File: src/rtl/colscan_pkg.sv
package colscan_pkg;
  localparam int REG_AW = 3;

  typedef enum logic [1:0] {
    OP_HIT = 2'b00,
    OP_CNT = 2'b01,
    OP_MAX = 2'b10,
    OP_BAD = 2'b11
  } scan_op_e;

  localparam logic [REG_AW-1:0] A_CTRL = 3'd0;
  localparam logic [REG_AW-1:0] A_OP   = 3'd1;
  localparam logic [REG_AW-1:0] A_KEY  = 3'd2;
  localparam logic [REG_AW-1:0] A_LEN  = 3'd3;
  localparam logic [REG_AW-1:0] A_STAT = 3'd4;
  localparam logic [REG_AW-1:0] A_HIT  = 3'd5;
  localparam logic [REG_AW-1:0] A_CNT  = 3'd6;
  localparam logic [REG_AW-1:0] A_MAX  = 3'd7;
endpackage

File: src/rtl/colscan_cfg.sv
module colscan_cfg
  import colscan_pkg::*;
#(
  parameter int DATA_W = 64,
  parameter int LEN_W  = 32
) (
  input  logic              clk,
  input  logic              rst_n,
  input  logic              wr_en,
  input  logic [REG_AW-1:0] wr_addr,
  input  logic [DATA_W-1:0] wr_data,
  input  logic              lock,
  output scan_op_e          op,
  output logic [DATA_W-1:0] key,
  output logic [LEN_W-1:0]  len,
  output logic              start
);
  scan_op_e          op_q, op_n;
  logic [DATA_W-1:0] key_q, key_n;
  logic [LEN_W-1:0]  len_q, len_n;
  logic              op_en, key_en, len_en;

  always_comb begin
    op_en  = wr_en && !lock && (wr_addr == A_OP);
    key_en = wr_en && !lock && (wr_addr == A_KEY);
    len_en = wr_en && !lock && (wr_addr == A_LEN);
    op_n   = op_en  ? scan_op_e'(wr_data[1:0]) : op_q;
    key_n  = key_en ? wr_data : key_q;
    len_n  = len_en ? wr_data[LEN_W-1:0] : len_q;
    start  = wr_en && (wr_addr == A_CTRL) && wr_data[0];
  end

  always_ff @(posedge clk or negedge rst_n) begin
    if (!rst_n) begin
      op_q  <= OP_HIT;
      key_q <= '0;
      len_q <= '0;
    end else begin
      op_q  <= op_n;
      key_q <= key_n;
      len_q <= len_n;
    end
  end

  assign op  = op_q;
  assign key = key_q;
  assign len = len_q;

  // configuration is frozen while a scan runs
  a_r10_cfg_frozen: assert property (@(posedge clk) disable iff (!rst_n)
    lock |=> (key_q == $past(key_q)) && (len_q == $past(len_q)) && (op_q == $past(op_q)));
endmodule

File: src/rtl/colscan_ctrl.sv
module colscan_ctrl
  import colscan_pkg::*;
#(
  parameter int LEN_W = 32
) (
  input  logic             clk,
  input  logic             rst_n,
  input  logic             start,
  input  scan_op_e         op,
  input  logic [LEN_W-1:0] len,
  input  logic             s_valid,
  output logic             busy,
  output logic             done,
  output logic             err,
  output logic             take,
  output logic             clr
);
  logic             busy_q, busy_n;
  logic             done_q, done_n;
  logic             err_q, err_n;
  logic [LEN_W-1:0] remain_q, remain_n;
  logic             launch, last;

  always_comb begin
    take     = busy_q && s_valid;
    last     = take && (remain_q == LEN_W'(1));
    launch   = start && !busy_q;
    busy_n   = busy_q;
    done_n   = done_q;
    err_n    = err_q;
    remain_n = remain_q;
    if (launch) begin
      done_n = 1'b0;
      err_n  = 1'b0;
      if (op == OP_BAD) begin
        err_n  = 1'b1;
        done_n = 1'b1;
      end else if (len == '0) begin
        done_n = 1'b1;
      end else begin
        busy_n   = 1'b1;
        remain_n = len;
      end
    end else if (take) begin
      remain_n = remain_q - LEN_W'(1);
      if (last) begin
        busy_n = 1'b0;
        done_n = 1'b1;
      end
    end
  end

  always_ff @(posedge clk or negedge rst_n) begin
    if (!rst_n) begin
      busy_q   <= 1'b0;
      done_q   <= 1'b0;
      err_q    <= 1'b0;
      remain_q <= '0;
    end else begin
      busy_q   <= busy_n;
      done_q   <= done_n;
      err_q    <= err_n;
      remain_q <= remain_n;
    end
  end

  assign busy = busy_q;
  assign done = done_q;
  assign err  = err_q;
  assign clr  = launch;

  // busy and done never overlap
  a_r8_busy_done_excl: assert property (@(posedge clk) disable iff (!rst_n)
    !(busy_q && done_q));
  // done follows the last consumed element
  a_r8_done_after_last: assert property (@(posedge clk) disable iff (!rst_n)
    last |=> done_q && !busy_q);
  // illegal opcode finishes at once with error
  a_r5_illegal_op: assert property (@(posedge clk) disable iff (!rst_n)
    (launch && op == OP_BAD) |=> (err_q && done_q && !busy_q));
  // start during a scan does not disturb it
  a_r10_start_ignored: assert property (@(posedge clk) disable iff (!rst_n)
    (busy_q && start && !take) |=> busy_q && !done_q);
endmodule

File: src/rtl/colscan_accum.sv
module colscan_accum
  import colscan_pkg::*;
#(
  parameter int DATA_W = 64,
  parameter int CNT_W  = 32
) (
  input  logic              clk,
  input  logic              rst_n,
  input  logic              clr,
  input  logic              take,
  input  scan_op_e          op,
  input  logic [DATA_W-1:0] key,
  input  logic [DATA_W-1:0] data,
  output logic              hit,
  output logic [CNT_W-1:0]  cnt,
  output logic [DATA_W-1:0] max
);
  localparam logic [CNT_W-1:0] CNT_TOP = {CNT_W{1'b1}};

  logic              hit_q, hit_n;
  logic [CNT_W-1:0]  cnt_q, cnt_n;
  logic [DATA_W-1:0] max_q, max_n;
  logic              match, hit_en, cnt_en, max_en;

  always_comb begin
    match  = (data == key);
    hit_en = take && (op == OP_HIT) && match;
    cnt_en = take && (op == OP_CNT) && match && (cnt_q != CNT_TOP);
    max_en = take && (op == OP_MAX) && (data > max_q);
    hit_n  = clr ? 1'b0 : (hit_en ? 1'b1 : hit_q);
    cnt_n  = clr ? '0 : (cnt_en ? cnt_q + CNT_W'(1) : cnt_q);
    max_n  = clr ? '0 : (max_en ? data : max_q);
  end

  always_ff @(posedge clk or negedge rst_n) begin
    if (!rst_n) begin
      hit_q <= 1'b0;
      cnt_q <= '0;
      max_q <= '0;
    end else begin
      hit_q <= hit_n;
      cnt_q <= cnt_n;
      max_q <= max_n;
    end
  end

  assign hit = hit_q;
  assign cnt = cnt_q;
  assign max = max_q;

  // the hit flag only rises after a matching element in hit mode
  a_r2_hit_source: assert property (@(posedge clk) disable iff (!rst_n)
    $rose(hit_q) |-> $past(take && op == OP_HIT && data == key));
  // a saturated count holds
  a_r9_cnt_saturates: assert property (@(posedge clk) disable iff (!rst_n)
    (cnt_q == CNT_TOP && !clr) |=> cnt_q == CNT_TOP);
  // the maximum never falls and covers each consumed element
  a_r4_max_grows: assert property (@(posedge clk) disable iff (!rst_n)
    (take && op == OP_MAX && !clr) |=> (max_q >= $past(max_q)) && (max_q >= $past(data)));
endmodule

File: src/rtl/colscan_unit.sv
module colscan_unit
  import colscan_pkg::*;
#(
  parameter int DATA_W = 64,
  parameter int LEN_W  = 32,
  parameter int CNT_W  = 32
) (
  input  logic              clk,
  input  logic              rst_n,
  input  logic              reg_wr_en,
  input  logic [2:0]        reg_wr_addr,
  input  logic [DATA_W-1:0] reg_wr_data,
  input  logic [2:0]        reg_rd_addr,
  output logic [DATA_W-1:0] reg_rd_data,
  input  logic              s_valid,
  input  logic [DATA_W-1:0] s_data,
  output logic              s_ready
);
  logic [1:0]        rst_sync;
  logic              rst_int;
  scan_op_e          op;
  logic [DATA_W-1:0] key;
  logic [LEN_W-1:0]  len;
  logic              start, busy, done, err, take, clr, hit;
  logic [CNT_W-1:0]  cnt;
  logic [DATA_W-1:0] max;

  always_ff @(posedge clk or negedge rst_n) begin
    if (!rst_n) rst_sync <= 2'b00;
    else        rst_sync <= {rst_sync[0], 1'b1};
  end
  assign rst_int = rst_sync[1];

  colscan_cfg #(.DATA_W(DATA_W), .LEN_W(LEN_W)) u_cfg (
    .clk(clk), .rst_n(rst_int), .wr_en(reg_wr_en), .wr_addr(reg_wr_addr),
    .wr_data(reg_wr_data), .lock(busy), .op(op), .key(key), .len(len),
    .start(start)
  );

  colscan_ctrl #(.LEN_W(LEN_W)) u_ctrl (
    .clk(clk), .rst_n(rst_int), .start(start), .op(op), .len(len),
    .s_valid(s_valid), .busy(busy), .done(done), .err(err), .take(take),
    .clr(clr)
  );

  colscan_accum #(.DATA_W(DATA_W), .CNT_W(CNT_W)) u_acc (
    .clk(clk), .rst_n(rst_int), .clr(clr), .take(take), .op(op), .key(key),
    .data(s_data), .hit(hit), .cnt(cnt), .max(max)
  );

  always_comb begin
    reg_rd_data = '0;
    case (reg_rd_addr)
      A_STAT: reg_rd_data[2:0] = {err, busy, done};
      A_HIT:  reg_rd_data[0] = hit;
      A_CNT:  reg_rd_data[CNT_W-1:0] = cnt;
      A_MAX:  reg_rd_data = max;
      default: reg_rd_data = '0;
    endcase
  end

  assign s_ready = busy;
endmodule

File: config.mk
export PLATFORM = sky130hd
export DESIGN_NAME = colscan_unit
export DESIGN_NICKNAME = d
export VERILOG_FILES = /design/src/rtl/colscan_pkg.sv /design/src/rtl/colscan_cfg.sv /design/src/rtl/colscan_ctrl.sv /design/src/rtl/colscan_accum.sv /design/src/rtl/colscan_unit.sv
export SDC_FILE = /design/constraint.sdc
export NUM_CORES = 1
export LEC_CHECK = 0
export BUFFER_PORTS_ARGS = -buffer_cell sky130_fd_sc_hd__buf_2
export CELL_PAD_IN_SITES_DETAIL_PLACEMENT = 0
export CELL_PAD_IN_SITES_GLOBAL_PLACEMENT = 2
export CORE_UTILIZATION = 30
export DETAILED_ROUTE_END_ITERATION = 16
export PLACE_DENSITY = 0.77
export REMOVE_ABC_BUFFERS = 1
export SLEW_MARGIN = 20
export SYNTH_ARGS = -nofsm -noshare
export SYNTH_HDL_FRONTEND = slang
export SYNTH_SLANG_ARGS = --single-unit
File: constraint.sdc
create_clock -name clk -period 13.8 [get_ports clk]
set_input_delay 2.76 -clock clk [delete_from_list [all_inputs] [get_ports clk]]
set_output_delay 2.76 -clock clk [all_outputs]
set_load 0.02 [all_outputs]
==> metrics.txt <==
# TYPE chip_impl_metric gauge
chip_impl_metric{name="post-cts-setup-buffer-count",unit=""} 0
chip_impl_metric{name="p_int",unit="µW"} 1530
chip_impl_info{name="netlist_top_cells_area",value="sky130_fd_sc_hd__dfrtp_1, sky130_fd_sc_hd__mux2_2, sky130_fd_sc_hd__ha_1, sky130_fd_sc_hd__xor2_1, sky130_fd_sc_hd__a21oi_1"} 1
chip_impl_metric{name="number_of_i_o_pins",unit=""} 203
chip_impl_metric{name="arrival",unit="ns"} 4.02
chip_impl_metric{name="clk-insertion-delay-late",unit="ns"} 0.56
chip_impl_info{name="worst_min_delay_path_class",value="flop to asynchronous set/reset pin"} 1
chip_impl_metric{name="synth.lib_cells_used.distinct",unit=""} 60
chip_impl_metric{name="synth.yosys.warnings",unit=""} 0
chip_impl_metric{name="slew_at_the_pin_closest_to_its_max_slew_limit",unit="ns"} 1.11
chip_impl_metric{name="final_power",unit="µW"} 2200
chip_impl_metric{name="drt_iter0_markers",unit=""} 634
chip_impl_info{name="setup.worst_path.start",value="reg_rd_addr[1]"} 1
chip_impl_metric{name="cts_repair_resize_count",unit=""} 0
chip_impl_metric{name="finalCriticalPeriod",unit="ns"} 6.78
chip_impl_metric{name="setup_slack_of_the_worst_register_to_register_path",unit="ns"} 9.96
chip_impl_metric{name="stdcell_count",unit=""} 2100
chip_impl_metric{name="path_clk_slew",unit="ns"} 0.06
chip_impl_metric{name="powerDensity",unit="mW/mm²"} 138
chip_impl_info{name="dominantRegCellSynth",value="sky130_fd_sc_hd__dfrtp_1"} 1
chip_impl_metric{name="power_switching",unit="µW"} 671
chip_impl_info{name="most-common-layout-cells",value="sky130_fd_sc_hd__dfrtp_1, sky130_fd_sc_hd__buf_2, sky130_fd_sc_hd__mux2_2"} 1
chip_impl_metric{name="wire_length_of_the_first_global_routing_pass",unit="mm"} 64.7
chip_impl_metric{name="antenna_found_initial",unit=""} 5
chip_impl_info{name="worst_r2r_startpoint",value="u_cfg.key[58]"} 1
chip_impl_metric{name="die_width",unit="µm"} 212
chip_impl_metric{name="worst_voltage_drop_across_the_vdd_grid",unit="V"} 0.0000868
chip_impl_metric{name="synth.cell_area",unit="mm²"} 0.0132
chip_impl_metric{name="ff2ff_path_depth",unit=""} 8
chip_impl_metric{name="netlist_instances",unit=""} 1313
chip_impl_metric{name="grt_max_degree",unit=""} 159
chip_impl_info{name="criticalPathCategory",value="input port to output port"} 1
chip_impl_info{name="clk_root_buffer_cell",value="sky130_fd_sc_hd__clkbuf_16"} 1
chip_impl_metric{name="synth-seq-cells",unit=""} 232
chip_impl_metric{name="tritoncts.num_buffers",unit=""} 29
chip_impl_info{name="most_common_cell_after_layout_fill_and_taps_aside",value="sky130_fd_sc_hd__dfrtp_1"} 1
chip_impl_metric{name="synthArstFlopShare",unit="%"} 100
chip_impl_metric{name="share_clk_of_total_power",unit="%"} 37.3
chip_impl_metric{name="chip_height",unit="µm"} 212
chip_impl_metric{name="detail_route.wl_per_cell",unit="µm"} 20.4
chip_impl_metric{name="clock_tree_buf_depth",unit=""} 3
chip_impl_metric{name="cts_max_level",unit=""} 1
chip_impl_metric{name="postRouteWirelength",unit="mm"} 42.9
chip_impl_info{name="rsz0062_at_grt",value="false"} 1
chip_impl_metric{name="worst_hold_margin",unit="ns"} 0.243
chip_impl_metric{name="via_per_inst",unit=""} 5.07
chip_impl_metric{name="synthesis.area_per_instance",unit="µm²"} 10.0
chip_impl_metric{name="route.vias.total",unit=""} 10700
chip_impl_metric{name="ant_nets",unit=""} 0
chip_impl_metric{name="timing.final.crit_share",unit="%"} 49.1
chip_impl_metric{name="cts_hold_buffers",unit=""} 0
chip_impl_metric{name="final_nets",unit=""} 1700
chip_impl_metric{name="placement.io_buffers",unit=""} 202
chip_impl_info{name="timing.critical_path.to",value="reg_rd_data[21]"} 1
chip_impl_metric{name="grt_util_all_layers",unit="%"} 19.3
chip_impl_metric{name="max-cap-violations",unit=""} 0
chip_impl_metric{name="synth_edf_count",unit=""} 0
chip_impl_metric{name="area_delta_synth_final",unit="%"} 20.5
chip_impl_metric{name="maxSlewViolCount",unit=""} 0
chip_impl_info{name="critPathLaunchType",value="input port"} 1
chip_impl_metric{name="synthDominantCellAreaShare",unit="%"} 44.0
chip_impl_metric{name="placement_rows",unit=""} 76
chip_impl_metric{name="final_core_utilization",unit="%"} 36.7
chip_impl_info{name="slowest_cell_on_the_critical_path",value="sky130_fd_sc_hd__nor2_4"} 1
chip_impl_metric{name="timing.critical_path.required",unit="ns"} 11.04
chip_impl_metric{name="finalSetupViolations",unit=""} 0
chip_impl_metric{name="first_global_vias",unit=""} 10400
chip_impl_metric{name="combPwrFrac",unit="%"} 21.3
chip_impl_metric{name="critPathMaxStageDelay",unit="ns"} 0.56
chip_impl_metric{name="initial_utilization",unit="%"} 30.5
chip_impl_info{name="endpoint_kind",value="output port"} 1
chip_impl_metric{name="grt_overflow",unit=""} 0
chip_impl_metric{name="floorplan.die_area",unit="mm²"} 0.0448
chip_impl_info{name="outcome",value="finished clean"} 1
chip_impl_metric{name="cellLeakagePower",unit="µW"} 0.00757
chip_impl_metric{name="floorplan.core_area",unit="mm²"} 0.0433
chip_impl_info{name="timing.critical_path.mode_cell",value="sky130_fd_sc_hd__buf_2"} 1
chip_impl_info{name="crit_path_cell_trace",value="buf_2 > nand2_1 > nor2_4 > a22o_1 > buf_2"} 1
chip_impl_metric{name="place.detailed.hpwl",unit="mm"} 31.8
chip_impl_info{name="cts_tree",value="built"} 1
chip_impl_metric{name="clock.fmax",unit="MHz"} 148
chip_impl_metric{name="power_frac_seq",unit="%"} 41.4
chip_impl_metric{name="clock_sinks",unit=""} 232
chip_impl_metric{name="hold_violation_count_in_the_final_report",unit=""} 0
chip_impl_metric{name="finalWeightedCongestion",unit=""} 0.808
chip_impl_metric{name="maxSlewHeadroom",unit="%"} 25.7
chip_impl_metric{name="worst_path_max_fanout",unit=""} 29
chip_impl_metric{name="place.detailed.instances",unit=""} 2048
chip_impl_metric{name="timing.clock.skew",unit="ns"} 0.0191
chip_impl_info{name="synth_area_leader",value="sky130_fd_sc_hd__dfrtp_1"} 1
chip_impl_info{name="crit-reg2reg-capture",value="u_acc.cnt[31]"} 1
chip_impl_metric{name="detail_route.first_pass.iterations",unit=""} 5
chip_impl_metric{name="synth.yosys.seq_area_share",unit="%"} 44.0
chip_impl_metric{name="power.switching_fraction",unit="%"} 30.5
chip_impl_metric{name="drive_gt1_share",unit="%"} 29.3
chip_impl_metric{name="post-route-drc-count",unit=""} 0
==> registers in the layout, indices dropped and copies added (netlist names) <==
| register | flops |
|---|---|
| u_ctrl.err | 1 |
| rst_sync | 2 |
| u_cfg.len | 32 |
| u_cfg.key | 64 |
| u_acc.cnt | 32 |
| u_ctrl.remain_q | 32 |
| u_ctrl.busy | 1 |
| u_acc.hit | 1 |
| u_acc.max | 64 |
| u_cfg.op | 2 |
| u_ctrl.done | 1 |
==> critical path, delay by kind of cell <==
family,cells,cell delay (ns)
AND/OR/NAND/NOR,2,0.67
AO/OA/AOI/OAI,1,0.24
buffers and inverters,2,0.32
==> synthesized netlist by cell type (2+ instances only) <==
cell type	instances
sky130_fd_sc_hd__or3b_2	2
sky130_fd_sc_hd__or4_1	14
sky130_fd_sc_hd__or3_1	19
sky130_fd_sc_hd__o32ai_1	2
sky130_fd_sc_hd__nor2b_1	5
sky130_fd_sc_hd__and2_1	38
sky130_fd_sc_hd__nor4_1	33
sky130_fd_sc_hd__a221oi_1	4
sky130_fd_sc_hd__o21ai_0	63
sky130_fd_sc_hd__or4_4	2
sky130_fd_sc_hd__a31oi_1	4
sky130_fd_sc_hd__nor4b_1	2
sky130_fd_sc_hd__o22a_1	4
sky130_fd_sc_hd__ha_1	67
sky130_fd_sc_hd__or2_2	8
sky130_fd_sc_hd__mux2_2	158
sky130_fd_sc_hd__o31ai_1	6
sky130_fd_sc_hd__a21oi_1	86
sky130_fd_sc_hd__and3_1	7
sky130_fd_sc_hd__a211oi_1	3
sky130_fd_sc_hd__a22oi_1	7
sky130_fd_sc_hd__nand2b_1	2
sky130_fd_sc_hd__a21o_1	9
sky130_fd_sc_hd__nor3b_1	2
sky130_fd_sc_hd__nor3_1	22
sky130_fd_sc_hd__dfrtp_1	232
sky130_fd_sc_hd__nand4b_1	2
sky130_fd_sc_hd__nand3_1	29
sky130_fd_sc_hd__nand4_1	34
sky130_fd_sc_hd__o22ai_1	3
sky130_fd_sc_hd__a22o_1	29
sky130_fd_sc_hd__xor2_1	50
sky130_fd_sc_hd__o211ai_1	6
sky130_fd_sc_hd__nand2_1	67
sky130_fd_sc_hd__nor2_1	103
sky130_fd_sc_hd__inv_1	79
sky130_fd_sc_hd__o2bb2ai_1	3
sky130_fd_sc_hd__xnor2_1	11
sky130_fd_sc_hd__and4_1	5
sky130_fd_sc_hd__clkbuf_1	53
sky130_fd_sc_hd__buf_1	8
sky130_fd_sc_hd__mux2i_1	12
==> how the worst min path moves through the flow <==
stage                           start             to  slack, ns
final                     rst_sync[1]  u_cfg.key[44]       0.24
after global routing      rst_sync[1]  u_cfg.key[44]       0.26
after CTS                 rst_sync[0]    rst_sync[1]       0.36
after detailed placement  rst_sync[0]    rst_sync[1]       0.35
after global placement    rst_sync[0]    rst_sync[1]       0.34
after floorplan           rst_sync[0]    rst_sync[1]       0.33
==> layer usage <==
metal | vias up | share of wire (%) | GRT usage, %
met5 | - | 0.13 | 0
met2 | 266 | 48 | 31.6
met3 | 69 | 4.8 | 3.26
met1 | 5222 | 44 | 25.5
li1 | 5087 | - | -
met4 | 8 | 3.1 | 6.75
==> stage by stage <==
| stage | setup slack [ns] | area [µm²] | setup TNS, ns |
|---|---|---|---|
| after floorplan | -2.19 | 13000 | -57.85 |
| after global placement | 6.78 | 14800 | 0 |
| after detailed placement | 6.64 | 14800 | 0 |
| after CTS | 6.64 | 15900 | 0 |
| after global routing | 6.93 | 15900 | 0 |
| final | 7.02 | 15900 | 0 |
==> power groups by stage <==
stage                     logic, µW  clock network [µW]  registers (µW)
after detailed placement        470                   0             925
after CTS                       473                 847             913
after floorplan                 331                   0             886
after global placement          458                   0             924
final                           469                 821             911
after global routing            537                 876             927
==> kinds of logic (layout without fill, tap and decap cells) <==
family                     Yosys count  after routing  share of synthesized area (%)
xor gates and xnor gates            61             61                           4.05
AOI/OAI and AO/OA                  240            240                           11.3
buffers and inverters              142            343                           4.06
muxes                              171            171                           14.6
and+or+nand+nor                    399            399                           15.7
adders and majority gates           67             67                           6.35
DFF                                232            232                           44.0
other                                1              2                         0.0284
==> area by class of cell <==
cell class,instances,area [µm²]
fillers,4395,27400
multi-input cells,939,6890
flip-flops and latches,232,5810
repair buffers,214,1130
clock buffers,41,881
well taps,585,732
inverters,79,297
clock inverters,9,153
diodes,1,2.50
(Power assumes the default switching activity.)
